<file path="src/rtl/bhm_pkg.sv">
package bhm_pkg;

  typedef enum logic [3:0] {
    ENG_IDLE, ENG_HOLD, ENG_RSA, ENG_STB, ENG_STC, ENG_STD,
    ENG_BIT, ENG_SP0, ENG_SP1, ENG_SP2, ENG_SP3
  } eng_state_e;

  typedef enum logic [1:0] {
    REQ_NONE  = 2'd0,
    REQ_START = 2'd1,
    REQ_STOP  = 2'd2
  } launch_req_e;

  localparam logic [1:0] IDX_CTRL = 2'd0;
  localparam logic [1:0] IDX_STAT = 2'd1;
  localparam logic [1:0] IDX_DATA = 2'd2;
  localparam logic [1:0] IDX_OWN  = 2'd3;

  // Clock cycles in one quarter of an SCL period.
  function automatic int unsigned quarter_clocks(input int unsigned pre,
                                                 input int unsigned div);
    return (pre / 4) * (div + 1);
  endfunction

  // Clock cycles in a full SCL period.
  function automatic int unsigned scl_period(input int unsigned pre,
                                             input int unsigned div);
    return pre * (div + 1);
  endfunction

endpackage

</file>
<file path="src/rtl/bhm_rate_gen.sv">
module bhm_rate_gen
  import bhm_pkg::*;
#(
  parameter int unsigned PRE_LO = 16,
  parameter int unsigned PRE_HI = 512,
  parameter int unsigned DIV_W  = 4
) (
  input  logic             clk,
  input  logic             rst_n,
  input  logic             run,
  input  logic             pre_sel,
  input  logic [DIV_W-1:0] div,
  output logic             qtick
);
  localparam int unsigned Q_LO = PRE_LO / 4;
  localparam int unsigned Q_HI = PRE_HI / 4;
  localparam int unsigned PW   = (Q_HI > 1) ? $clog2(Q_HI) : 1;
  localparam int unsigned CW   = PW + DIV_W + 1;

  logic [PW-1:0]    pcnt;
  logic [DIV_W-1:0] dcnt;
  logic [PW-1:0]    pre_last;
  logic             pwrap;

  assign pre_last = pre_sel ? PW'(Q_HI - 1) : PW'(Q_LO - 1);
  assign pwrap    = (pcnt >= pre_last);
  assign qtick    = run && pwrap && (dcnt >= div);

  always_ff @(posedge clk or negedge rst_n) begin
    if (!rst_n) begin
      pcnt <= '0;
      dcnt <= '0;
    end else if (!run) begin
      pcnt <= '0;
      dcnt <= '0;
    end else if (pwrap) begin
      pcnt <= '0;
      dcnt <= (dcnt >= div) ? '0 : dcnt + 1'b1;
    end else begin
      pcnt <= pcnt + 1'b1;
    end
  end

  // Independent cycle count between quarter ticks, for the length check.
  logic [CW-1:0]    chk_cnt;
  logic             chk_clean;
  logic             cfg_sel_q;
  logic [DIV_W-1:0] cfg_div_q;

  always_ff @(posedge clk or negedge rst_n) begin
    if (!rst_n) begin
      chk_cnt   <= '0;
      chk_clean <= 1'b1;
      cfg_sel_q <= 1'b0;
      cfg_div_q <= '0;
    end else begin
      cfg_sel_q <= pre_sel;
      cfg_div_q <= div;
      if (!run) begin
        chk_cnt   <= '0;
        chk_clean <= 1'b1;
      end else begin
        if (qtick) chk_cnt <= '0;
        else       chk_cnt <= chk_cnt + 1'b1;
        if ((pre_sel != cfg_sel_q) || (div != cfg_div_q)) chk_clean <= 1'b0;
        else if (qtick) chk_clean <= 1'b1;
      end
    end
  end

  assert_quarter_len_R2: assert property (@(posedge clk) disable iff (!rst_n)
    (qtick && chk_clean && (pre_sel == cfg_sel_q) && (div == cfg_div_q)) |->
    ((32'(chk_cnt) + 32'd1) ==
     quarter_clocks(pre_sel ? PRE_HI : PRE_LO, 32'(div))));

endmodule

</file>
<file path="src/rtl/bhm_bit_engine.sv">
module bhm_bit_engine
  import bhm_pkg::*;
(
  input  logic       clk,
  input  logic       rst_n,
  input  logic       qtick,
  input  logic       cmd_start,
  input  logic       cmd_byte,
  input  logic       cmd_stop,
  input  logic [7:0] cmd_data,
  input  logic       cmd_rx,
  input  logic       cmd_ack_en,
  input  logic       sda_in,
  output logic       run,
  output logic       busy,
  output logic       scl_low,
  output logic       sda_low,
  output logic       byte_done,
  output logic       done_rx,
  output logic [7:0] done_byte,
  output logic       done_ack,
  output logic       in_hold
);
  eng_state_e state;
  logic [1:0] qph;
  logic [3:0] bitn;
  logic [7:0] shreg;
  logic       rx_q, acken_q, ack_q, busy_q, sda_q;
  logic       stop_done;

  assign run       = (state != ENG_IDLE) && (state != ENG_HOLD);
  assign in_hold   = (state == ENG_HOLD);
  assign busy      = busy_q;
  assign sda_low   = sda_q;
  assign scl_low   = (state == ENG_HOLD) || (state == ENG_RSA) ||
                     (state == ENG_STD)  || (state == ENG_SP0) ||
                     (state == ENG_SP1)  || ((state == ENG_BIT) && !qph[1]);
  assign byte_done = (state == ENG_BIT) && (bitn == 4'd8) && (qph == 2'd3) && qtick;
  assign stop_done = (state == ENG_SP3) && qtick;
  assign done_rx   = rx_q;
  assign done_byte = shreg;
  assign done_ack  = ack_q;

  always_ff @(posedge clk or negedge rst_n) begin
    if (!rst_n) begin
      state   <= ENG_IDLE;
      qph     <= 2'd0;
      bitn    <= 4'd0;
      shreg   <= 8'h00;
      rx_q    <= 1'b0;
      acken_q <= 1'b0;
      ack_q   <= 1'b0;
      busy_q  <= 1'b0;
      sda_q   <= 1'b0;
    end else begin
      case (state)
        ENG_IDLE: if (cmd_start) begin
          state  <= ENG_STB;
          shreg  <= cmd_data;
          rx_q   <= 1'b0;
          busy_q <= 1'b1;
          sda_q  <= 1'b0;
        end
        ENG_HOLD: begin
          if (cmd_start) begin
            state <= ENG_RSA;
            shreg <= cmd_data;
            rx_q  <= 1'b0;
            sda_q <= 1'b0;
          end else if (cmd_byte) begin
            state   <= ENG_BIT;
            qph     <= 2'd0;
            bitn    <= 4'd0;
            shreg   <= cmd_data;
            rx_q    <= cmd_rx;
            acken_q <= cmd_ack_en;
          end else if (cmd_stop) begin
            state <= ENG_SP0;
          end
        end
        ENG_RSA: if (qtick) state <= ENG_STB;
        ENG_STB: if (qtick) begin
          state <= ENG_STC;
          sda_q <= 1'b1;
        end
        ENG_STC: if (qtick) state <= ENG_STD;
        ENG_STD: if (qtick) begin
          state <= ENG_BIT;
          qph   <= 2'd0;
          bitn  <= 4'd0;
        end
        ENG_BIT: if (qtick) begin
          case (qph)
            2'd0: begin
              qph   <= 2'd1;
              sda_q <= (bitn == 4'd8) ? (rx_q & acken_q) : (~rx_q & ~shreg[7]);
            end
            2'd1: qph <= 2'd2;
            2'd2: begin
              qph <= 2'd3;
              if (bitn == 4'd8) ack_q <= sda_in;
              else              shreg <= {shreg[6:0], sda_in};
            end
            default: begin
              if (bitn == 4'd8) begin
                state <= ENG_HOLD;
              end else begin
                bitn <= bitn + 4'd1;
                qph  <= 2'd0;
              end
            end
          endcase
        end
        ENG_SP0: if (qtick) begin
          state <= ENG_SP1;
          sda_q <= 1'b1;
        end
        ENG_SP1: if (qtick) state <= ENG_SP2;
        ENG_SP2: if (qtick) begin
          state <= ENG_SP3;
          sda_q <= 1'b0;
        end
        ENG_SP3: if (qtick) begin
          state  <= ENG_IDLE;
          busy_q <= 1'b0;
        end
        default: state <= ENG_IDLE;
      endcase
    end
  end

  // SDA may only move while SCL is high on the START and STOP edges.
  assert_sda_still_R7: assert property (@(posedge clk) disable iff (!rst_n)
    ((state == ENG_BIT) && !scl_low && $past((state == ENG_BIT) && !scl_low))
      |-> $stable(sda_low));

  assert_start_only_R3: assert property (@(posedge clk) disable iff (!rst_n)
    ($rose(sda_low) && !scl_low && $past(!scl_low)) |-> (state == ENG_STC));

  assert_stop_frees_R9: assert property (@(posedge clk) disable iff (!rst_n)
    stop_done |=> !busy);

endmodule

</file>
<file path="src/rtl/bhm_i2c_master.sv">
module bhm_i2c_master
  import bhm_pkg::*;
#(
  parameter int unsigned PRE_LO = 16,
  parameter int unsigned PRE_HI = 512
) (
  input  logic       clk,
  input  logic       rst_n,
  input  logic [1:0] reg_addr,
  input  logic       reg_wr,
  input  logic [7:0] reg_wdata,
  output logic [7:0] reg_rdata,
  output logic       irq,
  output logic       scl_pull_low,
  output logic       sda_pull_low,
  input  logic       sda_in
);
  localparam int unsigned DIV_W = 4;

  logic             ack_en, pre_sel, irq_en, pend, txrx, nack;
  logic [DIV_W-1:0] div;
  logic [1:0]       mode;
  logic [7:0]       data_q, own_q;
  launch_req_e      req;

  logic ctrl_wr, stat_wr, data_wr, own_wr;
  logic start_wr, stop_wr, launch;
  logic cmd_start, cmd_byte, cmd_stop;
  logic qtick, run, busy, byte_done, done_rx, done_ack, in_hold;
  logic [7:0] done_byte;

  assign ctrl_wr = reg_wr && (reg_addr == IDX_CTRL);
  assign stat_wr = reg_wr && (reg_addr == IDX_STAT);
  assign data_wr = reg_wr && (reg_addr == IDX_DATA);
  assign own_wr  = reg_wr && (reg_addr == IDX_OWN);

  assign start_wr  = stat_wr && reg_wdata[7] && reg_wdata[5] && reg_wdata[4];
  assign stop_wr   = stat_wr && reg_wdata[7] && !reg_wdata[5] && reg_wdata[4] && busy;
  assign launch    = ctrl_wr && pend && !reg_wdata[4];
  assign cmd_start = (start_wr && !busy) || (launch && (req == REQ_START));
  assign cmd_stop  = launch && (req == REQ_STOP);
  assign cmd_byte  = launch && (req == REQ_NONE);

  bhm_rate_gen #(.PRE_LO(PRE_LO), .PRE_HI(PRE_HI), .DIV_W(DIV_W)) u_rate (
    .clk(clk), .rst_n(rst_n), .run(run), .pre_sel(pre_sel), .div(div),
    .qtick(qtick)
  );

  bhm_bit_engine u_eng (
    .clk(clk), .rst_n(rst_n), .qtick(qtick),
    .cmd_start(cmd_start), .cmd_byte(cmd_byte), .cmd_stop(cmd_stop),
    .cmd_data(data_q), .cmd_rx(mode == 2'b10), .cmd_ack_en(reg_wdata[7]),
    .sda_in(sda_in), .run(run), .busy(busy),
    .scl_low(scl_pull_low), .sda_low(sda_pull_low),
    .byte_done(byte_done), .done_rx(done_rx), .done_byte(done_byte),
    .done_ack(done_ack), .in_hold(in_hold)
  );

  always_ff @(posedge clk or negedge rst_n) begin
    if (!rst_n) begin
      ack_en <= 1'b0; pre_sel <= 1'b0; irq_en <= 1'b0; div <= '0;
      mode   <= 2'b00; txrx <= 1'b0; nack <= 1'b0;
      data_q <= 8'h00; own_q <= 8'h00;
    end else begin
      if (ctrl_wr) begin
        ack_en  <= reg_wdata[7];
        pre_sel <= reg_wdata[6];
        irq_en  <= reg_wdata[5];
        div     <= reg_wdata[DIV_W-1:0];
      end
      if (stat_wr) begin
        mode <= reg_wdata[7:6];
        txrx <= reg_wdata[4];
      end
      if (byte_done) nack <= done_ack;
      // A received byte takes the data register over a same-cycle write.
      if (byte_done && done_rx) data_q <= done_byte;
      else if (data_wr)         data_q <= reg_wdata;
      if (own_wr) own_q <= reg_wdata;
    end
  end

  always_ff @(posedge clk or negedge rst_n) begin
    if (!rst_n) begin
      pend <= 1'b0;
      req  <= REQ_NONE;
    end else begin
      if (byte_done)   pend <= 1'b1;
      else if (launch) pend <= 1'b0;
      if (start_wr && busy) req <= REQ_START;
      else if (stop_wr)     req <= REQ_STOP;
      else if (launch)      req <= REQ_NONE;
    end
  end

  assign irq = pend & irq_en;

  always_comb begin
    case (reg_addr)
      IDX_CTRL: reg_rdata = {ack_en, pre_sel, irq_en, pend, div};
      IDX_STAT: reg_rdata = {mode, busy, txrx, 3'b000, nack};
      IDX_DATA: reg_rdata = data_q;
      default:  reg_rdata = own_q;
    endcase
  end

  assert_hold_scl_R4: assert property (@(posedge clk) disable iff (!rst_n)
    pend |-> (scl_pull_low && in_hold));

  assert_pend_after_byte_R4: assert property (@(posedge clk) disable iff (!rst_n)
    byte_done |=> pend);

  assert_sticky_pend_R6: assert property (@(posedge clk) disable iff (!rst_n)
    (pend && ctrl_wr && reg_wdata[4]) |=> pend);

  assert_start_gated_R10: assert property (@(posedge clk) disable iff (!rst_n)
    (stat_wr && reg_wdata[5] && !reg_wdata[4] && !busy) |=> !busy);

endmodule

</file>
<file path="config.mk">
export PLATFORM = sky130hd
export DESIGN_NAME = bhm_i2c_master
export DESIGN_NICKNAME = d
export VERILOG_FILES = /design/src/rtl/bhm_pkg.sv /design/src/rtl/bhm_rate_gen.sv /design/src/rtl/bhm_bit_engine.sv /design/src/rtl/bhm_i2c_master.sv
export SDC_FILE = /design/constraint.sdc
export NUM_CORES = 1
export LEC_CHECK = 0
export BUFFER_PORTS_ARGS = -buffer_cell sky130_fd_sc_hd__clkbuf_2
export CORE_MARGIN = 2
export CORE_UTILIZATION = 55
export DETAILED_ROUTE_END_ITERATION = 8
export PLACE_DENSITY = 0.87
export SKIP_CTS_REPAIR_TIMING = 1
export SKIP_LAST_GASP = 1
export SYNTH_ARGS = -nofsm -noshare
export SYNTH_HDL_FRONTEND = slang
export SYNTH_SLANG_ARGS = --single-unit
</file>
<file path="constraint.sdc">
create_clock -name clk -period 2.4 [get_ports clk]
set_clock_uncertainty 0.05 [all_clocks]
set_input_delay 0.12 -clock clk [delete_from_list [all_inputs] [get_ports clk]]
set_output_delay 0.12 -clock clk [all_outputs]
set_load 0.1 [all_outputs]
</file>
==> reports/metrics.yaml <==
routing:
  routed_wl_mm: 9.10
  drcViolationCount: 0
  drt_pass1_iterations: 7
  dr.first_iter.drc_count: 298
  routedWlPerCell_um: 18.4
  ant_nets: 0
  route.vias.total: 3054
  via_per_inst: 6.18
clocking:
  htreeDepth: 3
  cts_buffers: 9
  clk_latency_ns: 0.34
  clkSinkCount: 64
  clk_pin_slew_ns: 0.07
  root_buffer: "clkbuf_8"
  cts_max_path_buffers: 2
  cts_tree: "yes"
critical_path:
  r2r-start: "pre_sel$_DFFE_PN0N_"
  cp.required_ns: 2.57
  ff2ff_setup_slack_ns: -0.03
  end_kind: "flop"
  cp-endpoint: "u_eng.done_byte[0]$_DFFE_PN0P_"
  cp-startpoint: "pre_sel$_DFFE_PN0N_"
  r2r-end: "u_eng.done_byte[0]$_DFFE_PN0P_"
  rr_worst_depth: 9
  path_class: "flop to flop"
  worstPathArrival_ns: 2.60
  critPathLaunchType: "flop"
  path_max_fanout: 8
synthesis:
  synth_compound_area_frac: 0.127
  synth.avg_cell_area_um2: 10.5
  synth_common_cells: "64 x dfrtp_1, 47 x nand2_1, 43 x mux2_2"
  ys_types: 54
  synth_top_area_share: 0.440
  ys_seq_area_frac: 0.440
  synth_top_family_by_area: "multiplexers"
  yosysMostFrequentCell: "dfrtp_1"
  yosysWarnings: 0
  synth-simple-area-share: 0.164
  synthTopCellsByArea: "dfrtp_1 44%, mux2_2 13%, ha_1 6.2%, nand2_1 4.9%, mux4_2 3.1%"
  synth-edff-count: 0
  async_flop_share: 1.00
  ys_ff_latch: 64
  netlist_area_um2: 3640
  synthAdderAreaFrac: 0.0619
  synth_flop_cell: "dfrtp_1"
  syn_inst: 347
  synth_xor_area_frac: 0.0144
  synth_mux_area_frac: 0.170
  syn_nets: 379
  synth_top_cell_by_area: "dfrtp_1"
die:
  dieArea_um2: 7280
  start_util: 0.570
  ios: 25
  die_w_um: 85.3
  fp-row-count: 29
  fp.coreArea_um2: 6390
  die_y_um: 85.3
global_routing:
  grt_pass1_vias: 2967
  antenna_found_initial: 0
  grt_pass1_wl_mm: 14.2
  grt.total_usage: 0.252
  grt_max_degree: 65
  overflow: 0
sta:
  worst_pin_slew_ns: 0.803
  finalSetupViolations: 3
  rsz0062_at_grt: "true"
  slew_headroom: 0.465
  slew_viol_final: 0
  finalCritPeriodShare: 1.01
  period_minus_slack_ns: 2.43
  whs_ns: -0.00556
  clock.fmax_mhz: 412
  hold_viol_final: 2
  fin_ws_ns: -0.0263
layout:
  finalInstanceArea_um2: 4460
  nets: 444
  instances_no_fill: 494
  antenna_cells: 0
  layout-drive-gt1-share: 0.345
  area_delta_synth_final_pct: 22.7
  fillers: 422
hold_path:
  holdCritPathClass: "input pin to flop"
pwr:
  powerDensity_nw_per_um2: 1070
  vdd_drop_max_mv: 0.775
  power_leakage_uw: 0.00205
flow_run:
  drv_cap: 0
place:
  dp_cells: 472
  dp_hpwl_mm: 6.42
  io_buffers: 24
  gp_congestion: 0.878
  place_area_um2: 4070
run_status:
  violations: "negative hold slack, negative setup slack"
  status: "finished, violations left"
==> per-stage QoR <==
stage | TNS (ns) | setup WS (ns) | util | total power (µW)
4_1_cts | -1.71 | -0.152 | 0.672 | 4570
6_report | -0.0523 | -0.0263 | 0.699 | 4750
5_1_grt | -0.583 | -0.0726 | 0.699 | 5000
3_5_place_dp | -1.33 | -0.130 | 0.637 | 3540
2_1_floorplan | 0 | 0.0282 | - | 2980
3_3_place_gp | -0.491 | -0.0622 | 0.637 | 3440
==> cell usage in the layout (no fill, tap or decap), types with 2 or more instances in the layout <==
cell            n
mux4_2          5
nor2_1         15
mux2_4          6
nor4_2          2
mux2_2         37
and2_1          4
mux2i_1         2
or2_2           2
clkinvlp_4      2
ha_1           14
nor2b_1         5
a32o_1          2
a31oi_1         7
nand2_1        47
a22o_1          5
nand4b_1        2
o31ai_1         6
buf_4          34
dlygate4sd3_1   2
nor2_2          2
bufinv_16       2
clkbuf_8       10
nand3b_1        5
nand3_1         9
a21o_1          3
nand2b_1        5
dfrtp_1        64
nor4_1          4
nor3_1          8
ha_4            4
o2bb2ai_1       2
o21a_1          2
clkbuf_2       24
o21ai_0        19
inv_1          12
xor2_1          5
a21oi_1         6
o21ai_1         4
==> final cells by class <==
class / count / area, µm² / area share
Multi-Input combinational cell: 261 / 2060 / 0.462
Sequential cell: 64 / 1600 / 0.359
Timing Repair Buffer: 62 / 427 / 0.0956
Clock buffer: 11 / 141 / 0.0317
Tap cell: 77 / 96.3 / 0.0216
Clock inverter: 5 / 80.1 / 0.0179
Inverter: 14 / 55.1 / 0.0123
==> metal layers <==
metal	part of all wire	routed length (µm)	global-route usage
met5	0	0	0
met1	0.41	3760	0.317
met3	0.058	531	0.0370
met2	0.51	4600	0.419
met4	0.023	212	0.137
==> worst min path at each step <==
stage,slack (ns),start,to,cells past startpoint
2_1_floorplan,-0.23,rst_n,ack_en$_DFFE_PN0N_,0
3_3_place_gp,0.29,rst_n,u_rate.pcnt[0]$_DFF_PN0_,2
3_5_place_dp,0.29,rst_n,u_rate.pcnt[4]$_DFF_PN0_,2
4_1_cts,-0.07,rst_n,u_rate.pcnt[6]$_DFF_PN0_,2
5_1_grt,0.005,sda_in,u_eng.done_ack$_DFFE_PN0P_,2
6_report,-0.006,reg_wdata[2],div[2]$_DFFE_PN0N_,3
==> sequential cells by signal, indices dropped and copies added, names as in the netlist, 2 cells and up <==
| name | flops |
|---|---|
| data_q | 8 |
| own_q | 8 |
| u_eng.done_byte | 8 |
| u_rate.pcnt | 7 |
| div | 4 |
| u_eng.bitn | 4 |
| u_eng.state | 4 |
| u_rate.dcnt | 4 |
| mode | 2 |
| req | 2 |
| u_eng.qph | 2 |
==> cell families after synthesis <==
| group | after synthesis |
|---|---|
| simple gates | 119 |
| xor+xnor | 6 |
| fa+ha+maj | 18 |
| compound gates | 68 |
| mux | 50 |
| flops | 64 |
| buf+inv | 22 |
==> report_power, final <==
group          switching, µW  leakage, µW  internal [µW]
logic                   1300      0.00115            848
clock network            410     0.000106            611
registers                238     0.000800           1340
==> worst max-delay path, cell delays in order, from the launching register on <==
cell and delay (ns):
dfrtp_1 0.41, inv_4 0.09, ha_4 0.27, o21ai_1 0.05, o21ai_1 0.20, o21ai_2 0.13, or4_4 0.44, a21oi_4 0.16
buf_12 0.15, mux2_2 0.33
Power figures use the tool's default switching activity.
